$ cat src/rtl/dram_init_pkg.sv
`timescale 1ns/1ps
package dram_init_pkg;

  localparam int CMD_W   = 6;
  localparam int WORD_W  = 13;
  localparam int TAP_W   = 6;
  localparam int REF_W   = 16;
  localparam int REF_EN_BIT = 14;
  localparam int REF_PER_W  = 10;
  localparam int STEP_N  = 13;
  localparam int STEP_IW = $clog2(STEP_N);

  // command strobe bit positions (decoded downstream)
  localparam int CB_MODE = 0;
  localparam int CB_EXT  = 1;
  localparam int CB_AREF = 2;
  localparam int CB_PALL = 3;
  localparam int CB_EXT2 = 4;
  localparam int CB_EXT3 = 5;

  localparam logic [WORD_W-1:0] W_EXT_GEN1   = 13'h000;
  localparam logic [WORD_W-1:0] W_EXT_GEN2   = 13'h402;
  localparam logic [WORD_W-1:0] W_EXT_CALDEF = 13'h782;
  localparam logic [WORD_W-1:0] W_MR_RST1    = 13'h133;
  localparam logic [WORD_W-1:0] W_MR_RST2    = 13'h143;
  localparam logic [WORD_W-1:0] W_MR_RUN1    = 13'h033;
  localparam logic [WORD_W-1:0] W_MR_RUN2    = 13'h043;

  typedef struct packed {
    logic [CMD_W-1:0]  cmd;
    logic              ld_mode;
    logic              ld_ext;
    logic [WORD_W-1:0] word;
    logic              long_wait;
    logic              gen2_only;
  } step_t;

  function automatic logic [CMD_W-1:0] strobe_bit(input int pos);
    return CMD_W'(1) << pos;
  endfunction

  // Shared step list; gen2_only entries are skipped for DDR1.
  function automatic step_t step_of(input int idx, input logic gen2);
    step_t s;
    s = '0;
    s.long_wait = 1'b1;
    case (idx)
      0:  begin s.cmd = strobe_bit(CB_EXT2); s.long_wait = 1'b0; s.gen2_only = 1'b1; end
      1:  begin s.cmd = strobe_bit(CB_EXT3); s.long_wait = 1'b0; s.gen2_only = 1'b1; end
      2:  s.cmd = strobe_bit(CB_PALL);
      3:  begin s.cmd = strobe_bit(CB_EXT2); s.gen2_only = 1'b1; end
      4:  begin s.cmd = strobe_bit(CB_EXT3); s.gen2_only = 1'b1; end
      5:  begin s.cmd = strobe_bit(CB_EXT);  s.ld_ext = 1'b1;
                s.word = gen2 ? W_EXT_GEN2 : W_EXT_GEN1; end
      6:  begin s.cmd = strobe_bit(CB_MODE); s.ld_mode = 1'b1;
                s.word = gen2 ? W_MR_RST2 : W_MR_RST1; end
      7:  s.cmd = strobe_bit(CB_PALL);
      8:  s.cmd = strobe_bit(CB_AREF);
      9:  s.cmd = strobe_bit(CB_AREF);
      10: begin s.cmd = strobe_bit(CB_MODE); s.ld_mode = 1'b1;
                s.word = gen2 ? W_MR_RUN2 : W_MR_RUN1; end
      11: begin s.cmd = strobe_bit(CB_EXT);  s.ld_ext = 1'b1;
                s.word = W_EXT_CALDEF; s.gen2_only = 1'b1; end
      12: begin s.cmd = strobe_bit(CB_EXT);  s.ld_ext = 1'b1;
                s.word = W_EXT_GEN2; s.gen2_only = 1'b1; end
      default: s = '0;
    endcase
    return s;
  endfunction

  function automatic logic step_used(input int idx, input logic gen2);
    step_t s;
    s = step_of(idx, gen2);
    return gen2 || !s.gen2_only;
  endfunction

  function automatic logic [STEP_IW-1:0] first_step(input logic gen2);
    int r;
    r = 0;
    for (int j = STEP_N - 1; j >= 0; j--) begin
      if (step_used(j, gen2)) r = j;
    end
    return STEP_IW'(r);
  endfunction

  function automatic logic [REF_W-1:0] refresh_word(input int period);
    logic [REF_W-1:0] w;
    w = '0;
    w[REF_EN_BIT] = 1'b1;
    w[REF_PER_W-1:0] = REF_PER_W'(period);
    return w;
  endfunction

endpackage

$ cat src/rtl/dram_init_step_rom.sv
`timescale 1ns/1ps
module dram_init_step_rom
  import dram_init_pkg::*;
(
  input  logic [STEP_IW-1:0] idx,
  input  logic               gen2,
  output step_t              step,
  output logic [STEP_IW-1:0] next_idx,
  output logic               is_last
);

  always_comb begin
    step = step_of(int'(idx), gen2);
  end

  // smallest used index above idx; none found means last step
  always_comb begin
    next_idx = '0;
    is_last  = 1'b1;
    for (int j = STEP_N - 1; j >= 0; j--) begin
      if (j > int'(idx) && step_used(j, gen2)) begin
        next_idx = STEP_IW'(j);
        is_last  = 1'b0;
      end
    end
  end

endmodule

$ cat src/rtl/dram_init_wait_timer.sv
`timescale 1ns/1ps
module dram_init_wait_timer #(
  parameter int SHORT_WAIT = 8,
  parameter int LONG_WAIT  = 20
) (
  input  logic clk,
  input  logic rst_n,
  input  logic load,
  input  logic long_sel,
  output logic expired
);

  localparam int MAXW  = (LONG_WAIT > SHORT_WAIT) ? LONG_WAIT : SHORT_WAIT;
  localparam int CNT_W = $clog2(MAXW + 1);

  logic [CNT_W-1:0] cnt_q;

  always_ff @(posedge clk or negedge rst_n) begin
    if (!rst_n) begin
      cnt_q <= '0;
    end else if (load) begin
      cnt_q <= long_sel ? CNT_W'(LONG_WAIT - 1) : CNT_W'(SHORT_WAIT - 1);
    end else if (cnt_q != '0) begin
      cnt_q <= cnt_q - 1'b1;
    end
  end

  assign expired = (cnt_q == '0);

endmodule

$ cat src/rtl/dram_init_seq.sv
`timescale 1ns/1ps
module dram_init_seq
  import dram_init_pkg::*;
#(
  parameter int SHORT_WAIT = 8,
  parameter int LONG_WAIT  = 20,
  parameter int REF_PERIOD = 312,
  parameter int TAP_GEN1   = 32,
  parameter int TAP_GEN2   = 16
) (
  input  logic              clk,
  input  logic              rst_n,
  input  logic              start,
  input  logic              ddr2_sel,
  output logic [CMD_W-1:0]  cmd_strobe,
  output logic [WORD_W-1:0] mode_word,
  output logic [WORD_W-1:0] emode_word,
  output logic [REF_W-1:0]  refresh_ctrl_word,
  output logic [TAP_W-1:0]  dqs_tap_lane0,
  output logic [TAP_W-1:0]  dqs_tap_lane1,
  output logic              busy,
  output logic              done
);

  typedef enum logic [2:0] {ST_IDLE, ST_LOAD, ST_ISSUE, ST_HOLD, ST_DONE} seq_state_t;

  seq_state_t         state_q;
  logic [STEP_IW-1:0] idx_q;
  logic               gen2_q;
  logic [CMD_W-1:0]   cmd_q;
  logic [WORD_W-1:0]  mode_q, emode_q;
  logic [REF_W-1:0]   ref_q;
  logic [TAP_W-1:0]   tap_q;
  logic               done_q;

  step_t              cur_step;
  logic [STEP_IW-1:0] nxt_idx;
  logic               last_step;
  logic               wait_over;

  // named events for the checker
  logic start_accept, step_issue, seq_finish;

  assign start_accept = (state_q == ST_IDLE) && start;
  assign step_issue   = (state_q == ST_ISSUE);
  assign seq_finish   = (state_q == ST_HOLD) && wait_over && last_step;

  dram_init_step_rom u_rom (
    .idx      (idx_q),
    .gen2     (gen2_q),
    .step     (cur_step),
    .next_idx (nxt_idx),
    .is_last  (last_step)
  );

  dram_init_wait_timer #(
    .SHORT_WAIT (SHORT_WAIT),
    .LONG_WAIT  (LONG_WAIT)
  ) u_timer (
    .clk      (clk),
    .rst_n    (rst_n),
    .load     (step_issue),
    .long_sel (cur_step.long_wait),
    .expired  (wait_over)
  );

  always_ff @(posedge clk or negedge rst_n) begin
    if (!rst_n) begin
      state_q <= ST_IDLE;
      idx_q   <= '0;
      gen2_q  <= 1'b0;
      cmd_q   <= '0;
      mode_q  <= '0;
      emode_q <= '0;
      ref_q   <= '0;
      tap_q   <= '0;
      done_q  <= 1'b0;
    end else begin
      cmd_q <= '0;
      case (state_q)
        ST_IDLE: begin
          if (start) begin
            gen2_q  <= ddr2_sel;
            idx_q   <= first_step(ddr2_sel);
            state_q <= ST_LOAD;
          end
        end
        ST_LOAD: begin
          if (cur_step.ld_mode) mode_q  <= cur_step.word;
          if (cur_step.ld_ext)  emode_q <= cur_step.word;
          state_q <= ST_ISSUE;
        end
        ST_ISSUE: begin
          cmd_q   <= cur_step.cmd;
          state_q <= ST_HOLD;
        end
        ST_HOLD: begin
          if (wait_over) begin
            if (last_step) begin
              ref_q   <= refresh_word(REF_PERIOD);
              tap_q   <= gen2_q ? TAP_W'(TAP_GEN2) : TAP_W'(TAP_GEN1);
              done_q  <= 1'b1;
              state_q <= ST_DONE;
            end else begin
              idx_q   <= nxt_idx;
              state_q <= ST_LOAD;
            end
          end
        end
        default: state_q <= ST_DONE;
      endcase
    end
  end

  assign cmd_strobe        = cmd_q;
  assign mode_word         = mode_q;
  assign emode_word        = emode_q;
  assign refresh_ctrl_word = ref_q;
  assign dqs_tap_lane0     = tap_q;
  assign dqs_tap_lane1     = tap_q;
  assign done              = done_q;
  assign busy              = (state_q == ST_LOAD) || (state_q == ST_ISSUE) || (state_q == ST_HOLD);

endmodule

$ cat config.mk
export PLATFORM = sky130hd
export DESIGN_NAME = dram_init_seq
export DESIGN_NICKNAME = d
export VERILOG_FILES = /design/src/rtl/dram_init_pkg.sv /design/src/rtl/dram_init_step_rom.sv /design/src/rtl/dram_init_wait_timer.sv /design/src/rtl/dram_init_seq.sv
export SDC_FILE = /design/constraint.sdc
export NUM_CORES = 1
export LEC_CHECK = 0
export BUFFER_PORTS_ARGS = -buffer_cell sky130_fd_sc_hd__buf_2
export CAP_MARGIN = 20
export CELL_PAD_IN_SITES_DETAIL_PLACEMENT = 0
export CELL_PAD_IN_SITES_GLOBAL_PLACEMENT = 1
export CORE_MARGIN = 8
export CORE_UTILIZATION = 31
export DETAILED_ROUTE_END_ITERATION = 7
export PLACE_DENSITY_LB_ADDON = 0.1
export SLEW_MARGIN = 20
export SYNTH_ARGS = -nofsm -noshare
export SYNTH_HDL_FRONTEND = slang
export SYNTH_HIERARCHICAL = 1
export SYNTH_SLANG_ARGS = --single-unit
export TNS_END_PERCENT = 30
$ cat constraint.sdc
create_clock -name clk -period 2.7 [get_ports clk]
set_clock_uncertainty 0.1 [all_clocks]
set_input_delay 0 -clock clk [delete_from_list [all_inputs] [get_ports clk]]
set_output_delay 0 -clock clk [all_outputs]
set_load 0.02 [all_outputs]
==> run metrics <==
clk sinks=48; Worst Setup EP=mode_word[2]; Placed Area=0.002863 sq mm; leading cell type in the layout, fill and taps excluded=dfrtp_1; CP max stage cell=and4bb_4; total core area=0.008636 sq mm; peak supply drop=0.3412 mV; CP arrival=2.16 ns; GPL Wtd Cong=0.7854; gr ovfl total=0; register area=0.001201 sq mm; Ports=66; CTS root buffer=clkbuf_8; reg2reg setup slack=0.63 ns; area taken by multi-input logic gates=0.001210 sq mm; crit path from=idx_q[2]; Fmax achieved=0.4832 GHz; crit path kind=register to register; slowest cell delay on critical path=0.47 ns; CTS tree=built; crit path max fanout=13; critical path's top delay family=simple AND/OR/NAND/NOR gates; Fillers=895; 1st-pass router iterations=5; vias in the first global route=1,666; Max clock buf depth=2; vias per cell=4.347; final worst path period share=76.66%; Die Span Y=110.1 microns; status=finished clean; Worst-Skew Late Latency=0.30 ns; WL/cell=15.06 microns; Startpoint Class=register; synthesized area=0.002743 sq mm; H-tree depth=2; total negative setup slack=0 ns; Routed WL=5693 microns; reg2reg path depth=4; final instance area=0.002974 sq mm; CP Depth=4; PwrDens=1079 mW/mm^2; Switch Pwr=1368 uW; Critical Path End Type=register; initial drt markers=50; Port Buf Inserts=46; Int Power=1840 uW; RSZ-0062 raised after global routing=no; detailed placement HPWL=4051 microns; Switching Fraction=42.64%; setup bufs post-CTS=0; number of CTS-inserted buffers=5; Final min period=2.070 ns; Die ar.=0.01211 sq mm; Final ANT Viol Nets=0; nets@finish=275; Final Util=34.44%; layout cell share with drive strength beyond 1=39.26%; Worst Setup Slack, final=0.6303 ns; WP data required=2.79 ns; initial antenna violation count=0; Post-Place Worst Slack=0.6323 ns; Leakage=0.001501 uW; Reg power frac=38.6%; area growth from synthesis to layout=8.440%; # diodes=0; clk slew on worst S/H paths=0.09 ns; max-cap violations=0; GRT Total Usage=9.625%; most frequent cells in the layout=dfrtp_1 (48), buf_2 (46), conb_1 (23), mux2_4 (22), nand2_1 (10); row cnt=34; Comb pwr share=48.2%; YS warnings=6; Pins Over Slew Limit=0; Fin. Hold Viols=0; Die W=110.1 microns; global-route wire length before repair=9004 microns; total vias in the final route=1,643; Mapped Avg Cell Area=11.87 sq um; DRC=0; Final setup viols=0; reg2reg end=mode_word[2]; worst flop-to-flop path startpoint=idx_q[2]; cells after synthesis=231; Buf+Inv Stages, Crit Path=0; Clock power frac=13.2%; largest net degree at the start of global routing=35; Final Power=3208 uW; Initial Util=31.76%; crit-path cells=nand2b_1, a21oi_4, and4bb_4, mux2_2; worst hold path class=primary input to asynchronous set/reset pin
==> flip-flops by register name, indices dropped and copies added, names as in the netlist <==
signal	cells
mode_word	13
idx_q	4
done	1
state_q	3
dqs_tap_lane0	2
u_timer/cnt_q	5
emode_word	13
gen2_q	1
cmd_strobe	6
==> worst min path at each step <==
stage,startpoint,endpoint,slack [ns]
global route,rst_n,emode_word[2],0.05
detailed placement,rst_n,mode_word[11],-0.17
floorplan,rst_n,cmd_strobe[0],-0.40
CTS,rst_n,mode_word[11],0.03
finish,rst_n,mode_word[11],0.04
global placement,rst_n,mode_word[11],-0.17
==> power groups by stage <==
stage / Clock, uW / Combinational, uW / Sequential (uW)
6_report: 423 / 1550 / 1240
2_1_floorplan: 0 / 1140 / 1360
3_3_place_gp: 0 / 1570 / 1260
4_1_cts: 444 / 1570 / 1240
5_1_grt: 471 / 1690 / 1290
3_5_place_dp: 0 / 1570 / 1250
==> stage by stage <==
step | instances | hold slack [ns]
floorplan | 252 | -0.3956
global placement | 368 | -0.1650
detailed placement | 368 | -0.1707
CTS | 378 | 0.02934
global route | 378 | 0.04786
finish | 378 | 0.03909
==> cell type report <==
type | count | area share [%]
multi-input cells | 149 | 40.68
well taps | 108 | 4.544
inverters | 11 | 1.388
repair buffers | 55 | 10.27
clock inverters | 2 | 0.4207
flip-flops and latches | 48 | 40.39
clock buffers | 5 | 2.314
==> what timing repair did <==
item,CTS,global route
gates resized for setup,0,0
hold endpoints to repair,30,0
hold buffers,3,0
==> per-layer routing <==
metal / GRT usage, % / vias up / part of all wire, %
met5: 0 / - / 0
li1: - / 800 / -
met3: 2.267 / 5 / 5.8
met1: 12.72 / 786 / 48
met2: 14.85 / 52 / 45
met4: 3.761 / 0 / 1.5
(Power assumes the default switching activity.)
